`src/rtl/pclk_pkg.sv`:
```
package pclk_pkg;

  localparam logic [1:0] ADDR_KEY  = 2'd0;
  localparam logic [1:0] ADDR_SRC  = 2'd1;
  localparam logic [1:0] ADDR_DIV  = 2'd2;
  localparam logic [1:0] ADDR_LOCK = 2'd3;

  typedef struct packed {
    logic       c_log;
    logic [1:0] b_log;
    logic [3:0] a_log;
  } div_cfg_t;

  // combined B and C exponent may not exceed 2 (divide by 4)
  function automatic logic div_cfg_ok(div_cfg_t c, int a_max);
    logic [2:0] bc;
    bc = {1'b0, c.b_log} + {2'b00, c.c_log};
    return (int'(c.a_log) <= a_max) && (c.b_log != 2'd3) && (bc <= 3'd2);
  endfunction

endpackage

```
`src/rtl/pclk_div_stage.sv`:
```
module pclk_div_stage #(
  parameter int LOG_MAX = 9
) (
  input  logic       clk,
  input  logic       rst_n,
  input  logic       tick_in,
  input  logic [3:0] log_sel,
  output logic       tick_out,
  output logic       at_zero
);
  localparam int CW = (LOG_MAX < 1) ? 1 : LOG_MAX;

  logic [CW-1:0] cnt;
  logic [CW-1:0] term;

  assign term     = CW'((32'd1 << log_sel) - 32'd1);
  assign tick_out = tick_in && (cnt == term);
  assign at_zero  = (cnt == '0);

  always_ff @(posedge clk or negedge rst_n) begin
    if (!rst_n)       cnt <= '0;
    else if (tick_in) cnt <= tick_out ? '0 : cnt + 1'b1;
  end

  AST_CNT_BOUND: assert property (@(posedge clk) disable iff (!rst_n) cnt <= term);

endmodule

```
`src/rtl/pclk_prescaler.sv`:
```
module pclk_prescaler
  import pclk_pkg::*;
#(
  parameter int A_MAX = 9
) (
  input  logic     clk,
  input  logic     rst_n,
  input  logic     src_tick,
  input  div_cfg_t cfg_in,
  input  logic     cfg_load,
  output logic     tick_4x,
  output logic     tick_2x,
  output logic     tick_cpu,
  output div_cfg_t cfg_act,
  output logic     wrap_ok
);
  localparam int NSTG = 3;

  logic [NSTG:0]   chain;
  logic [NSTG-1:0] zero;
  logic [3:0]      lg [NSTG];
  div_cfg_t        cfg_pend;
  logic            pend;
  logic [2:0]      bc_sum;

  assign lg[0]    = cfg_act.a_log;
  assign lg[1]    = {2'b00, cfg_act.b_log};
  assign lg[2]    = {3'b000, cfg_act.c_log};
  assign chain[0] = src_tick;

  generate
    for (genvar g = 0; g < NSTG; g++) begin : g_stage
      localparam int LM = (g == 0) ? A_MAX : (g == 1) ? 2 : 1;
      pclk_div_stage #(.LOG_MAX(LM)) u_stage (
        .clk      (clk),
        .rst_n    (rst_n),
        .tick_in  (chain[g]),
        .log_sel  (lg[g]),
        .tick_out (chain[g+1]),
        .at_zero  (zero[g])
      );
    end
  endgenerate

  assign tick_4x  = chain[1];
  assign tick_2x  = chain[2];
  assign tick_cpu = chain[3];
  // safe switch point: all counters wrap now, or all idle at zero
  assign wrap_ok  = tick_cpu || ((&zero) && !src_tick);
  assign bc_sum   = {1'b0, cfg_act.b_log} + {2'b00, cfg_act.c_log};

  always_ff @(posedge clk or negedge rst_n) begin
    if (!rst_n) begin
      cfg_act  <= '0;
      cfg_pend <= '0;
      pend     <= 1'b0;
    end else begin
      if (pend && wrap_ok) begin
        cfg_act <= cfg_pend;
        pend    <= 1'b0;
      end
      if (cfg_load) begin
        cfg_pend <= cfg_in;
        pend     <= 1'b1;
      end
    end
  end

  AST_CFG_AT_WRAP: assert property (@(posedge clk) disable iff (!rst_n)
    (cfg_act != $past(cfg_act)) |-> $past(wrap_ok));
  AST_BC_LIMIT: assert property (@(posedge clk) disable iff (!rst_n)
    bc_sum <= 3'd2);

endmodule

```
`src/rtl/pclk_protect.sv`:
```
module pclk_protect
  import pclk_pkg::*;
#(
  parameter int         WIN_LEN = 4,
  parameter logic [7:0] KEY     = 8'hD8
) (
  input  logic       clk,
  input  logic       rst_n,
  input  logic       wr_en,
  input  logic [1:0] wr_addr,
  input  logic [7:0] wr_data,
  input  logic       cpu_pulse,
  input  logic       fail_evt,
  output logic       prot_wr,
  output logic       locked,
  output logic       win_open
);
  localparam int WW = $clog2(WIN_LEN + 1);

  logic [WW-1:0] win_cnt;
  logic          key_hit;
  logic          lock_set;

  assign key_hit  = wr_en && (wr_addr == ADDR_KEY) && (wr_data == KEY);
  assign win_open = (win_cnt != '0);
  assign prot_wr  = wr_en && (wr_addr != ADDR_KEY) && win_open && !locked;
  assign lock_set = prot_wr && (wr_addr == ADDR_LOCK) && wr_data[0];

  always_ff @(posedge clk or negedge rst_n) begin
    if (!rst_n)                     win_cnt <= '0;
    else if (key_hit)               win_cnt <= WW'(WIN_LEN);
    else if (prot_wr)               win_cnt <= '0;
    else if (cpu_pulse && win_open) win_cnt <= win_cnt - 1'b1;
  end

  always_ff @(posedge clk or negedge rst_n) begin
    if (!rst_n)        locked <= 1'b0;
    else if (fail_evt) locked <= 1'b0;
    else if (lock_set) locked <= 1'b1;
  end

  AST_ONE_WRITE: assert property (@(posedge clk) disable iff (!rst_n)
    prot_wr |=> !win_open);
  AST_LOCK_STICKY: assert property (@(posedge clk) disable iff (!rst_n)
    (locked && !fail_evt) |=> locked);
  AST_FAIL_UNLOCK: assert property (@(posedge clk) disable iff (!rst_n)
    fail_evt |=> !locked);

endmodule

```
`src/rtl/prot_clk_ctrl.sv`:
```
module prot_clk_ctrl
  import pclk_pkg::*;
#(
  parameter int NUM_SRC   = 5,
  parameter int RESET_SRC = 1,
  parameter int A_MAX     = 9
) (
  input  logic               clk,
  input  logic               rst_n,
  input  logic [NUM_SRC-1:0] src_rdy,
  input  logic [NUM_SRC-1:0] src_tick,
  input  logic               fail_evt,
  input  logic               wr_en,
  input  logic [1:0]         wr_addr,
  input  logic [7:0]         wr_data,
  input  logic [1:0]         rd_addr,
  output logic [7:0]         rd_data,
  output logic               cpu_en,
  output logic               x2_en,
  output logic               x4_en
);
  localparam int SRC_W = (NUM_SRC < 2) ? 1 : $clog2(NUM_SRC);

  logic [SRC_W-1:0] cur_src;
  logic             sel_tick;
  logic             prot_wr, locked, win_open;
  logic             src_ok, div_ok;
  logic             t4, t2, tc, wrap_ok;
  div_cfg_t         cfg_new, cfg_act;

  assign sel_tick = src_tick[cur_src];
  assign cfg_new  = div_cfg_t'(wr_data[6:0]);
  assign src_ok   = prot_wr && (wr_addr == ADDR_SRC) && (int'(wr_data) < NUM_SRC)
                    && src_rdy[wr_data[SRC_W-1:0]];
  assign div_ok   = prot_wr && (wr_addr == ADDR_DIV) && div_cfg_ok(cfg_new, A_MAX);

  pclk_protect #(.WIN_LEN(4), .KEY(8'hD8)) u_protect (
    .clk       (clk),
    .rst_n     (rst_n),
    .wr_en     (wr_en),
    .wr_addr   (wr_addr),
    .wr_data   (wr_data),
    .cpu_pulse (tc),
    .fail_evt  (fail_evt),
    .prot_wr   (prot_wr),
    .locked    (locked),
    .win_open  (win_open)
  );

  pclk_prescaler #(.A_MAX(A_MAX)) u_presc (
    .clk      (clk),
    .rst_n    (rst_n),
    .src_tick (sel_tick),
    .cfg_in   (cfg_new),
    .cfg_load (div_ok),
    .tick_4x  (t4),
    .tick_2x  (t2),
    .tick_cpu (tc),
    .cfg_act  (cfg_act),
    .wrap_ok  (wrap_ok)
  );

  always_ff @(posedge clk or negedge rst_n) begin
    if (!rst_n)      cur_src <= SRC_W'(RESET_SRC);
    else if (src_ok) cur_src <= wr_data[SRC_W-1:0];
  end

  always_ff @(posedge clk or negedge rst_n) begin
    if (!rst_n) begin
      cpu_en <= 1'b0;
      x2_en  <= 1'b0;
      x4_en  <= 1'b0;
    end else begin
      cpu_en <= tc;
      x2_en  <= t2;
      x4_en  <= t4;
    end
  end

  always_comb begin
    case (rd_addr)
      ADDR_SRC:  rd_data = 8'(cur_src);
      ADDR_DIV:  rd_data = {1'b0, cfg_act};
      ADDR_LOCK: rd_data = {7'b0, locked};
      default:   rd_data = 8'h00;
    endcase
  end

  AST_SRC_READY: assert property (@(posedge clk) disable iff (!rst_n)
    (cur_src != $past(cur_src)) |-> $past(src_rdy[cur_src]));
  AST_SRC_NEEDS_KEY: assert property (@(posedge clk) disable iff (!rst_n)
    (cur_src != $past(cur_src)) |-> $past(win_open && !locked));

endmodule

```
`config.mk`:
```
export PLATFORM = sky130hd
export DESIGN_NAME = prot_clk_ctrl
export DESIGN_NICKNAME = d
export VERILOG_FILES = /design/src/rtl/pclk_pkg.sv /design/src/rtl/pclk_div_stage.sv /design/src/rtl/pclk_prescaler.sv /design/src/rtl/pclk_protect.sv /design/src/rtl/prot_clk_ctrl.sv
export SDC_FILE = /design/constraint.sdc
export NUM_CORES = 1
export LEC_CHECK = 0
export BUFFER_PORTS_ARGS = -buffer_cell sky130_fd_sc_hd__buf_2
export CORE_MARGIN = 2
export CORE_UTILIZATION = 61
export CTS_BUF_LIST = sky130_fd_sc_hd__clkbuf_16
export CTS_CLUSTER_DIAMETER = 60
export DETAILED_ROUTE_END_ITERATION = 8
export GPL_ROUTABILITY_DRIVEN = 0
export PLACE_DENSITY = 0.95
export SYNTH_ARGS = -nofsm -noshare
export SYNTH_HDL_FRONTEND = slang
export SYNTH_SLANG_ARGS = --single-unit
```
`constraint.sdc`:
```
create_clock -name clk -period 6.9 [get_ports clk]
set_input_delay 0.69 -clock clk [delete_from_list [all_inputs] [get_ports clk]]
set_output_delay 0.69 -clock clk [all_outputs]
set_load 0.005 [all_outputs]
```
==> out/qor.csv, run 1 <==
stage,metric,value,unit
placement,dpl cells,307,
setup_path,crit path max-delay cell type,nor3_2,
setup_path,"Arr. time, crit path",3.86,ns
synthesis,instance count of the mapped netlist,234,
timing,RSZ-0062 raised after global routing,false,
power_and_ir_drop,clock share of power,0.190,
final_layout,Layout area overhead,14.6,%
clocking,H-tree Lvls,2,
synthesis,Synth async-reset ratio,1.00,
synthesis,mux cell area share after synthesis,0.110,
synthesis,combinational family with the most area after synthesis,simple AND/OR/NAND/NOR gates,
power_and_ir_drop,Sequential Power Share,0.283,
global_routing,All-Layer GR Usage,0.262,
detailed_routing,drt pass-1 iters,4,
synthesis,simple-gate share of the synthesized area,0.230,
timing,Final Slew Violations,0,
setup_path,worst setup path class,register to register,
timing,Period minus WS final,3.67,ns
power_and_ir_drop,peak supply drop,280,uV
die,Top Ports,37,
timing,post-route setup TNS,0,ns
clocking,CTS tree,yes,
run_status,status,finished clean,
synthesis,Netlist cell types,56,
detailed_routing,vias,1900,
final_layout,"non-filler cells, final",315,
timing,fmax,273,MHz
power_and_ir_drop,total power draw,1340,uW
clocking,setup repair bufs after CTS,0,
placement,# port buffers,35,
synthesis,XOR/XNOR Fraction of Synth Area,0.0524,
timing,Slew HR,0.246,
detailed_routing,WL per Instance,16.3,um
setup_path,Buffers & Inverters on Critical Path,0,
power_and_ir_drop,Cell Pwr Density,500,nW/um^2
detailed_routing,DRC,0,
setup_path,CP cell instances,"nor3_1, nand2b_1, ha_1, xor2_1, xnor2_1, nand3_1, or4_4, nor3_2, a31oi_1, nor3_1",
power_and_ir_drop,cell internal pwr,774,uW
clocking,CTS Sinks,37,
setup_path,crit-path most repeated cell,nor3_1,
clocking,total clock buffers created by CTS,5,
setup_path,Reg2Reg Depth,10,
die,die area,4350,um^2
timing,Final Hold Fails,0,
hold_path,Hold Crit Class,input pin to asynchronous set/reset pin,
die,Chip Width,66.0,um
synthesis,"Seq/Total Area, Yosys",0.396,
detailed_routing,routed vias/inst,6.03,
synthesis,Synth Area in Adders,0.0481,
synthesis,Yosys warning count,0,
clocking,clock transition at the registers of the reported paths,0.06,ns
clocking,"Clk Latency, worst-skew pair",0.28,ns
setup_path,origin of the critical flop-to-flop path,u_presc.cfg_act[3],
synthesis,Synth Register Bits,37,
clocking,Hold Buf Count CTS,0,
setup_path,data required time of the critical path,7.09,ns
timing,Max Clock Skew,0.00412,ns
power_and_ir_drop,Gate power share,0.528,
final_layout,# diodes,0,
clocking,post-CTS sizing,0,
clocking,clock root buffer,clkbuf_16,
setup_path,register-to-register setup slack,3.23,ns
synthesis,dominant synthesized flop cell,dfrtp_1,
global_routing,vias in the first global route,1892,
die,Core ar.,3690,um^2
global_routing,first-pass GRT wire length,8.64,mm
synthesis,Syn Std Cell Area,2340,um^2
final_layout,share of layout cells above drive strength 1,0.270,
synthesis,Synth Area in Compound Gates,0.121,
final_layout,Layout Nets,301,
detailed_routing,antenna-violating nets left,0,
synthesis,syn_nets,269,
setup_path,crit end category,register,
timing,# setup viols final,0,
setup_path,Reg2Reg Capture Point,u_protect.win_cnt[1],
synthesis,"Avg Cell Area, Syn",10.0,um^2
job,max-capacitance violation count,0,
final_layout,"commonest non-fill, non-tap cell in the layout",dfrtp_1,
setup_path,CP max stage delay,0.73,ns
setup_path,crit start category,register,
power_and_ir_drop,Switching Fraction,0.423,
timing,Worst Max-Slew Pin Slew,1.12,ns
die,row cnt,22,
synthesis,Post-synth EDFFs,0,
timing,"Period Utilization, post-route",0.531,
power_and_ir_drop,Net Switching,568,uW
setup_path,worst-path fanout max,17,
setup_path,crit-path leading delay family,simple AND/OR/NAND/NOR gates,
power_and_ir_drop,leakage power figure,0.00130,uW
die,Initial Utilization,0.635,
global_routing,initial antenna violation count,0,
detailed_routing,Initial DRC Count,131,
detailed_routing,Post-Route WL,5.13,mm
global_routing,Overflow after GRT,0,
die,chip height,66.0,um
final_layout,most frequent cells in the layout,"36 x dfrtp_1, 35 x buf_2, 18 x nor2_1",
placement,DP HPWL,3.66,mm
global_routing,pin count of the biggest net entering global routing,38,
clocking,clock tree buffer depth,2,
## per-stage QoR
| stage | cell area, um^2 | util | setup slack, ns | hold slack [ns] |
|---|---|---|---|---|
| after global routing | 2680 | 0.728 | 2.99 | 0.523 |
| final | 2680 | 0.728 | 3.23 | 0.495 |
| after CTS | 2680 | 0.728 | 3.24 | 0.510 |
| after global placement | 2520 | 0.682 | 3.45 | 0.487 |
| after detailed placement | 2520 | 0.682 | 3.27 | 0.494 |
| after floorplan | 2340 | - | 4.00 | 0.394 |
## metal layers
metal | track usage | up-vias | wire length, um
li1 | - | 901 | -
met1 | 0.306 | 915 | 2080
met2 | 0.458 | 72 | 2650
met3 | 0.0562 | 12 | 258
met4 | 0.117 | 0 | 135
met5 | 0 | - | 0
## worst max-delay path by stage
stage / to / from / cells after the start / slack, ns
final: u_protect.win_cnt[1] / u_presc.cfg_act[3] / 10 / 3.23
after global routing: u_protect.win_cnt[1] / u_presc.cfg_act[3] / 10 / 2.99
after CTS: u_protect.win_cnt[1] / u_presc.cfg_act[3] / 10 / 3.24
after detailed placement: u_protect.win_cnt[1] / u_presc.cfg_act[3] / 10 / 3.27
after global placement: u_protect.win_cnt[1] / u_presc.cfg_act[3] / 10 / 3.45
after floorplan: u_presc.cfg_act[0] / u_presc.cfg_act[3] / 10 / 4.00
## synth_stat cells (all sizes together), types with 2 or more instances
| library cell | instances | area share |
|---|---|---|
| buf | 10 | 0.026 |
| nand2 | 14 | 0.022 |
| nor3b | 3 | 0.012 |
| xnor2 | 7 | 0.026 |
| and3 | 3 | 0.0080 |
| ha | 9 | 0.048 |
| dfrtp | 36 | 0.38 |
| a31oi | 3 | 0.0080 |
| o21ai | 9 | 0.024 |
| nor4b | 2 | 0.014 |
| and4bb | 2 | 0.011 |
| nor3 | 10 | 0.026 |
| mux2 | 17 | 0.093 |
| nor2 | 18 | 0.029 |
| a21oi | 8 | 0.017 |
| nand3 | 11 | 0.026 |
| o21bai | 3 | 0.0096 |
| mux2i | 4 | 0.017 |
| inv | 10 | 0.016 |
| nor4 | 6 | 0.016 |
| o22ai | 2 | 0.0053 |
| nand2b | 3 | 0.0080 |
| nor2b | 5 | 0.013 |
| and2 | 5 | 0.013 |
| xor2 | 7 | 0.026 |
| a22o | 3 | 0.011 |
| a21o | 4 | 0.013 |
## cells by family (layout without fill, tap and decap cells)
kind of cell / Yosys count / in the layout
multiplexers: 21 / 21
buffers and inverters: 20 / 53
other: 1 / 1
AO/OA/AOI/OAI: 41 / 41
XOR/XNOR: 14 / 14
AND/OR/NAND/NOR: 91 / 91
adder cells (fa/ha/maj): 9 / 9
flip-flops: 37 / 37
## registers in the layout, summed over array words and instances (netlist names)
name / count
x2_en: 1
u_presc.cfg_pend: 7
u_protect.win_cnt: 3
u_presc.pend: 1
cpu_en: 1
u_presc.g_stage.u_stage.cnt: 12
u_protect.locked: 1
u_presc.cfg_act: 7
x4_en: 1
cur_src: 3
## cell type report
class,instances,area (um^2)
multi-input cells,177,1320
fillers,278,1000
flip-flops and latches,37,927
repair buffers,35,175
clock buffers,5,125
well taps,48,60.1
clock inverters,3,41.3
inverters,10,37.5
## power groups by stage
stage / Combinational (uW) / Clock, uW / Sequential (uW)
finish: 708 / 255 / 380
CTS: 712 / 256 / 379
global placement: 668 / 0 / 374
floorplan: 628 / 0 / 330
global route: 786 / 265 / 391
detailed placement: 697 / 0 / 380
Note: power is estimated with default switching activity, not from simulation.
==> inputs of run 2 (changes only) <==
Settings changed: CORE_UTILIZATION 61 to 51, PLACE_DENSITY 0.95 to 0.86.
Clock period 6.9 ns to 2.95 ns, I/O delays scaled along.
==> out/qor.csv, run 2 (synthesized netlist as in run 1, its figures left out) <==
stage,metric,value,unit,change
die,die area,5150,um^2,was 4350 um^2
final_layout,# diodes,0,,unchanged
final_layout,"commonest non-fill, non-tap cell in the layout",dfrtp_1,,unchanged
detailed_routing,Initial DRC Count,108,,was 131
global_routing,vias in the first global route,1937,,was 1892
final_layout,Layout area overhead,23.6,%,was 14.6%
placement,DP HPWL,3.64,mm,was 3.66 mm
die,Initial Utilization,0.534,,was 0.635
final_layout,Final Util,0.660,,was 0.728
job,max-capacitance violation count,0,,unchanged
setup_path,CP cell instances,"nor3_2, nand2b_1, ha_2, xor2_1, xnor2_1, nand3_1, or4_4, nor4b_4, o21ai_4, buf_12, mux2_4",,"was nor3_1, nand2b_1, ha_1, xor2_1, xnor2_1, nand3_1, or4_4, nor3_2, a31oi_1, nor3_1"
global_routing,All-Layer GR Usage,0.231,,was 0.262
setup_path,origin of the critical flop-to-flop path,u_presc.cfg_act[3],,unchanged
setup_path,worst setup path class,register to register,,unchanged
setup_path,crit start category,register,,unchanged
global_routing,first-pass GRT wire length,9.29,mm,was 8.64 mm
timing,"Period Utilization, post-route",0.968,,was 0.531
clocking,Hold Buf Count CTS,0,,unchanged
clocking,total clock buffers created by CTS,5,,unchanged
detailed_routing,DR WL met3,215,um,was 258 um
setup_path,crit path max-delay cell type,or4_4,,was nor3_2
hold_path,Hold Crit Class,input pin to asynchronous set/reset pin,,unchanged
clocking,clock root buffer,clkbuf_16,,unchanged
clocking,clock tree buffer depth,2,,unchanged
timing,Period minus WS final,2.86,ns,was 3.67 ns
final_layout,biggest regs,"u_presc.g_stage.u_stage.cnt: 12 flops, u_presc.cfg_act: 7 flops, u_presc.cfg_pend: 7 flops",,unchanged
detailed_routing,antenna-violating nets left,0,,unchanged
setup_path,worst-path fanout max,7,,was 17
detailed_routing,routed vias/inst,5.91,,was 6.03
run_status,status,finished clean,,unchanged
die,chip height,71.8,um,was 66.0 um
placement,# port buffers,35,,unchanged
final_layout,most frequent cells in the layout,"36 x dfrtp_1, 35 x buf_2, 18 x nor2_1",,unchanged
clocking,CTS Sinks,37,,unchanged
setup_path,crit end category,register,,unchanged
final_layout,register area,927,um^2,unchanged
final_layout,footprint of the multi-input gates,1390,um^2,was 1320 um^2
setup_path,CP max stage delay,0.45,ns,was 0.73 ns
timing,Final Slew Violations,0,,unchanged
timing,final hold slack,0.116,ns,was 0.495 ns
timing,# setup viols final,0,,unchanged
timing,Slew HR,0.446,,was 0.246
detailed_routing,DRC,0,,unchanged
timing,Final Hold Fails,0,,unchanged
final_layout,share of layout cells above drive strength 1,0.346,,was 0.270
detailed_routing,met1 wire length,2.33,mm,was 2.08 mm
setup_path,data required time of the critical path,3.12,ns,was 7.09 ns
timing,Worst Max-Slew Pin Slew,0.832,ns,was 1.12 ns
power_and_ir_drop,Cell Pwr Density,1370,nW/um^2,was 500 nW/um^2
final_layout,largest reg by FF count,u_presc.g_stage.u_stage.cnt,,unchanged
clocking,clock transition at the registers of the reported paths,0.06,ns,about the same
final_layout,fillcell total,299,,was 278
clocking,H-tree Lvls,2,,unchanged
die,Top Ports,37,,unchanged
clocking,"Clk Latency, worst-skew pair",0.28,ns,about the same
timing,Max Clock Skew,0.00432,ns,was 0.00412 ns
final_layout,max reg flops,12,,unchanged
timing,fmax,350,MHz,was 273 MHz
final_layout,Layout Nets,318,,was 301
detailed_routing,highest routed layer,met4,,unchanged
detailed_routing,drt pass-1 iters,4,,unchanged
power_and_ir_drop,leakage power figure,0.00142,uW,was 0.00130 uW
die,Chip Width,71.8,um,was 66.0 um
setup_path,"Arr. time, crit path",3.02,ns,was 3.86 ns
power_and_ir_drop,peak supply drop,869,uV,was 280 uV
global_routing,Overflow after GRT,0,,unchanged
setup_path,register-to-register setup slack,0.09,ns,was 3.23 ns
detailed_routing,vias,1981,,was 1900
detailed_routing,WL per Instance,16.5,um,was 16.3 um
global_routing,initial antenna violation count,0,,unchanged
setup_path,Reg2Reg Depth,11,,was 10
detailed_routing,WL met2,2.84,mm,was 2.65 mm
clocking,CTS tree,yes,,unchanged
die,Core ar.,4380,um^2,was 3690 um^2
detailed_routing,Post-Route WL,5.54,mm,was 5.13 mm
setup_path,Reg2Reg Capture Point,u_presc.cfg_act[3],,was u_protect.win_cnt[1]
die,row cnt,24,,was 22
global_routing,pin count of the biggest net entering global routing,38,,unchanged
[run 2: repair_timing]
action / in CTS / in global routing
endpoints found under the setup margin: 8 / 16
resized for setup: 1 / 12
pin swaps: 3 / 7
buffers inserted: 1 / 5
[run 2: area by class of cell]
| class | count | share of cell area |
|---|---|---|
| inverters | 10 | 0.0130 |
| flip-flops and latches | 37 | 0.320 |
| clock buffers | 5 | 0.0432 |
| well taps | 52 | 0.0225 |
| repair buffers | 52 | 0.109 |
| clock inverters | 2 | 0.0121 |
| multi-input cells | 177 | 0.480 |
[run 2: metal layers]
| layer | vias to the layer above | global-route usage |
|---|---|---|
| li1 | 937 | - |
| met1 | 969 | 0.284 |
| met2 | 60 | 0.394 |
| met3 | 15 | 0.0534 |
| met4 | 0 | 0.0881 |
| met5 | - | 0 |
[run 2: worst max path at each step]
stage / from / end / slack (ns) / cells past startpoint
after floorplan: u_presc.cfg_act[3] / u_presc.cfg_act[0] / 0.05 / 10
after global placement: u_presc.cfg_act[3] / u_presc.cfg_act[1] / 0.1 / 10
after detailed placement: u_presc.cfg_act[3] / u_presc.cfg_act[4] / -0.07 / 11
after CTS: u_presc.cfg_act[3] / u_presc.cfg_act[3] / 0.03 / 12
after global routing: u_presc.cfg_act[3] / u_presc.cfg_act[5] / -0.08 / 11
final: u_presc.cfg_act[3] / u_presc.cfg_act[3] / 0.09 / 11
[run 2: where the power goes]
group | internal [uW] | total, uW | leakage (uW) | switching [uW]
Sequential | 671 | 826 | 0.000500 | 155
Combinational | 1280 | 2540 | 0.000844 | 1260
Clock | 392 | 596 | 0.0000797 | 204
Total | 2350 | 3960 | 0.00142 | 1620
[run 2: critical path: cells and delay by family, from the launching register on]
kind / cells / cell delay [ns]
mux: 1 / 0.29
buf+inv: 1 / 0.15
xor+xnor: 2 / 0.34
fa+ha+maj: 1 / 0.21
compound gates: 1 / 0.08
flops: 1 / 0.40
simple gates: 5 / 1.25
[run 2: metrics by stage]
| step | std cells | total power (uW) | setup slack, ns | area (um^2) | TNS, ns |
|---|---|---|---|---|---|
| 5_1_grt | 335 | 4240 | -0.0796 | 2900 | -0.792 |
| 3_5_place_dp | 322 | 2750 | -0.0672 | 2610 | -0.454 |
| 4_1_cts | 330 | 3380 | 0.0303 | 2790 | 0 |
| 3_3_place_gp | 322 | 2640 | 0.0960 | 2610 | 0 |
| 6_report | 335 | 3960 | 0.0934 | 2900 | 0 |
| 2_1_floorplan | 234 | 2240 | 0.0510 | 2340 | 0 |
==> inputs of run 3 (changes only) <==
Settings changed: CORE_ASPECT_RATIO from default to 1.4.
==> out/qor.csv, run 3 (synthesized netlist as in run 1, its figures left out) <==
stage,metric,value,unit,change
run_status,status,"complete, but fails checks",,was finished clean
run_status,failing checks,negative setup slack,,
clocking,clock tree buffer depth,2,,unchanged
timing,Period minus WS final,2.98,ns,was 2.86 ns
timing,Slew HR,0.450,,was 0.446
timing,final hold slack,0.112,ns,was 0.116 ns
power_and_ir_drop,Cell Pwr Density,1300,nW/um^2,was 1370 nW/um^2
global_routing,Overflow after GRT,0,,unchanged
final_layout,biggest regs,"u_presc.g_stage.u_stage.cnt: 12 flops, u_presc.cfg_act: 7 flops, u_presc.cfg_pend: 7 flops",,unchanged
hold_path,Hold Crit Class,input pin to asynchronous set/reset pin,,unchanged
die,Top Ports,37,,unchanged
die,Core ar.,4460,um^2,was 4380 um^2
setup_path,worst setup path class,register to register,,unchanged
final_layout,most frequent cells in the layout,"36 x dfrtp_1, 35 x buf_2, 18 x nor2_1",,unchanged
timing,fmax,336,MHz,was 350 MHz
global_routing,vias in the first global route,1942,,was 1937
timing,# setup viols final,7,,was 0
power_and_ir_drop,peak supply drop,617,uV,was 869 uV
clocking,clock root buffer,clkbuf_16,,unchanged
power_and_ir_drop,leakage power figure,0.00141,uW,was 0.00142 uW
die,die area,5160,um^2,was 5150 um^2
final_layout,Finished Cell Area,2870,um^2,was 2900 um^2
die,Initial Utilization,0.525,,was 0.534
detailed_routing,Initial DRC Count,46,,was 108
clocking,CTS tree,yes,,unchanged
global_routing,first-pass GRT wire length,8.91,mm,was 9.29 mm
global_routing,Top Usage Layer GRT,met2,,unchanged
timing,Final Hold Fails,0,,unchanged
final_layout,largest reg by FF count,u_presc.g_stage.u_stage.cnt,,unchanged
timing,Final Slew Violations,0,,unchanged
job,max-capacitance violation count,0,,unchanged
final_layout,register area,927,um^2,unchanged
global_routing,met2 global-route usage,0.383,,was 0.394
detailed_routing,antenna-violating nets left,0,,unchanged
setup_path,"Arr. time, crit path",3.15,ns,was 3.02 ns
setup_path,worst-path fanout max,7,,unchanged
detailed_routing,drt pass-1 iters,5,,was 4
placement,DP HPWL,3.69,mm,was 3.64 mm
clocking,H-tree Lvls,2,,unchanged
clocking,"Clk Latency, worst-skew pair",0.28,ns,about the same
final_layout,fillcell total,325,,was 299
power_and_ir_drop,total power draw,3740,uW,was 3960 uW
clocking,total clock buffers created by CTS,5,,unchanged
timing,"Period Utilization, post-route",1.01,,was 0.968
global_routing,pin count of the biggest net entering global routing,38,,unchanged
timing,RSZ-0062 raised after global routing,true,,
final_layout,footprint of the multi-input gates,1360,um^2,was 1390 um^2
setup_path,crit end category,register,,unchanged
global_routing,GR Util met1,0.268,,was 0.284
timing,final worst-path setup slack,-0.0299,ns,was 0.0934 ns
placement,# port buffers,35,,unchanged
global_routing,M3 GR Usage,0.0370,,was 0.0534
die,row cnt,29,,was 24
final_layout,share of layout cells above drive strength 1,0.332,,was 0.346
final_layout,Layout area overhead,22.6,%,was 23.6%
timing,Max Clock Skew,0.00420,ns,was 0.00432 ns
placement,Setup Slack @ Placement,-0.00204,ns,was -0.0672 ns
global_routing,All-Layer GR Usage,0.233,,was 0.231
final_layout,max reg flops,12,,unchanged
detailed_routing,Post-Route WL,5.57,mm,was 5.54 mm
clocking,Hold Buf Count CTS,0,,unchanged
global_routing,initial antenna violation count,0,,unchanged
die,Chip Width,61.3,um,was 71.8 um
timing,Worst Max-Slew Pin Slew,0.825,ns,was 0.832 ns
detailed_routing,DRC,0,,unchanged
detailed_routing,routed vias/inst,5.72,,was 5.91
placement,dpl cell area,2620,um^2,was 2610 um^2
setup_path,data required time of the critical path,3.12,ns,about the same
final_layout,# diodes,0,,unchanged
setup_path,crit start category,register,,unchanged
detailed_routing,vias,1989,,was 1981
clocking,CTS Sinks,37,,unchanged
final_layout,Layout Nets,320,,was 318
detailed_routing,WL per Instance,16.0,um,was 16.5 um
clocking,clock transition at the registers of the reported paths,0.06,ns,about the same
final_layout,"commonest non-fill, non-tap cell in the layout",dfrtp_1,,unchanged
die,chip height,84.2,um,was 71.8 um
run 3: changes by cell type in the layout (fill, tap and decap cells not counted), sizes merged:
cell and delta:
buf +2, bufinv -1, clkinvlp +1, inv +1
run 3: power by group:
group	switching, uW	total (uW)	internal [uW]
logic	1250	2410	1150
clock network	198	505	306
registers	154	825	671
total	1610	3740	2130
run 3: final timing paths:
path / startpoint / end / slack [ns] / depth (start not counted)
max reg2reg: u_presc.cfg_act[3] / u_presc.cfg_act[1] / -0.03 / 13
min in group clk: fail_evt / u_protect.locked / 0.16 / 2
min: rst_n / u_presc.g_stage[0].u_stage.cnt[4] / 0.11 / 1
max in group asynchronous: rst_n / u_presc.g_stage[1].u_stage.cnt[1] / 2.32 / 1
min reg2reg: u_presc.cfg_pend[1] / u_presc.cfg_act[1] / 0.50 / 1
max: u_presc.cfg_act[3] / u_presc.cfg_act[1] / -0.03 / 13
run 3: critical path: stages (launching register included):
cell	delay, ns
dfrtp_1	0.40
nor3_4	0.23
nand2b_1	0.13
buf_4	0.15
buf_4	0.12
buf_4	0.12
buf_4	0.12
buf_4	0.13
xnor2_1	0.13
or4_4	0.46
nor4b_4	0.33
o21ai_4	0.09
buf_12	0.15
mux2_4	0.29
run 3: layer usage:
layer / wire [um] / vias up / share of wire
met5: 0 / - / 0
met2: 2980 / 83 / 0.54
li1: - / 936 / -
met3: 247 / 23 / 0.044
met4: 266 / 0 / 0.048
met1: 2070 / 947 / 0.37
run 3: through the flow:
step,util,TNS (ns),instances
final,0.643,-0.190,348
after global routing,0.643,-1.29,348
after CTS,0.634,0,347
after detailed placement,0.586,-0.00404,332
after global placement,0.586,0,332
after floorplan,-,0,234
run 3: final cells by class:
| cell class | count | share of cell area |
|---|---|---|
| multi-input cells | 177 | 0.472 |
| flip-flops and latches | 37 | 0.323 |
| repair buffers | 54 | 0.116 |
| clock buffers | 5 | 0.0436 |
| well taps | 62 | 0.0270 |
| inverters | 10 | 0.0131 |
| clock inverters | 3 | 0.00523 |
run 3: what timing repair did:
action,in CTS,in global routing
cloned,0,0
endpoints found under the hold margin,0,0
endpoints found under the setup margin,9,13
buffers inserted,7,2
resized for setup,2,6
pin swaps,4,3
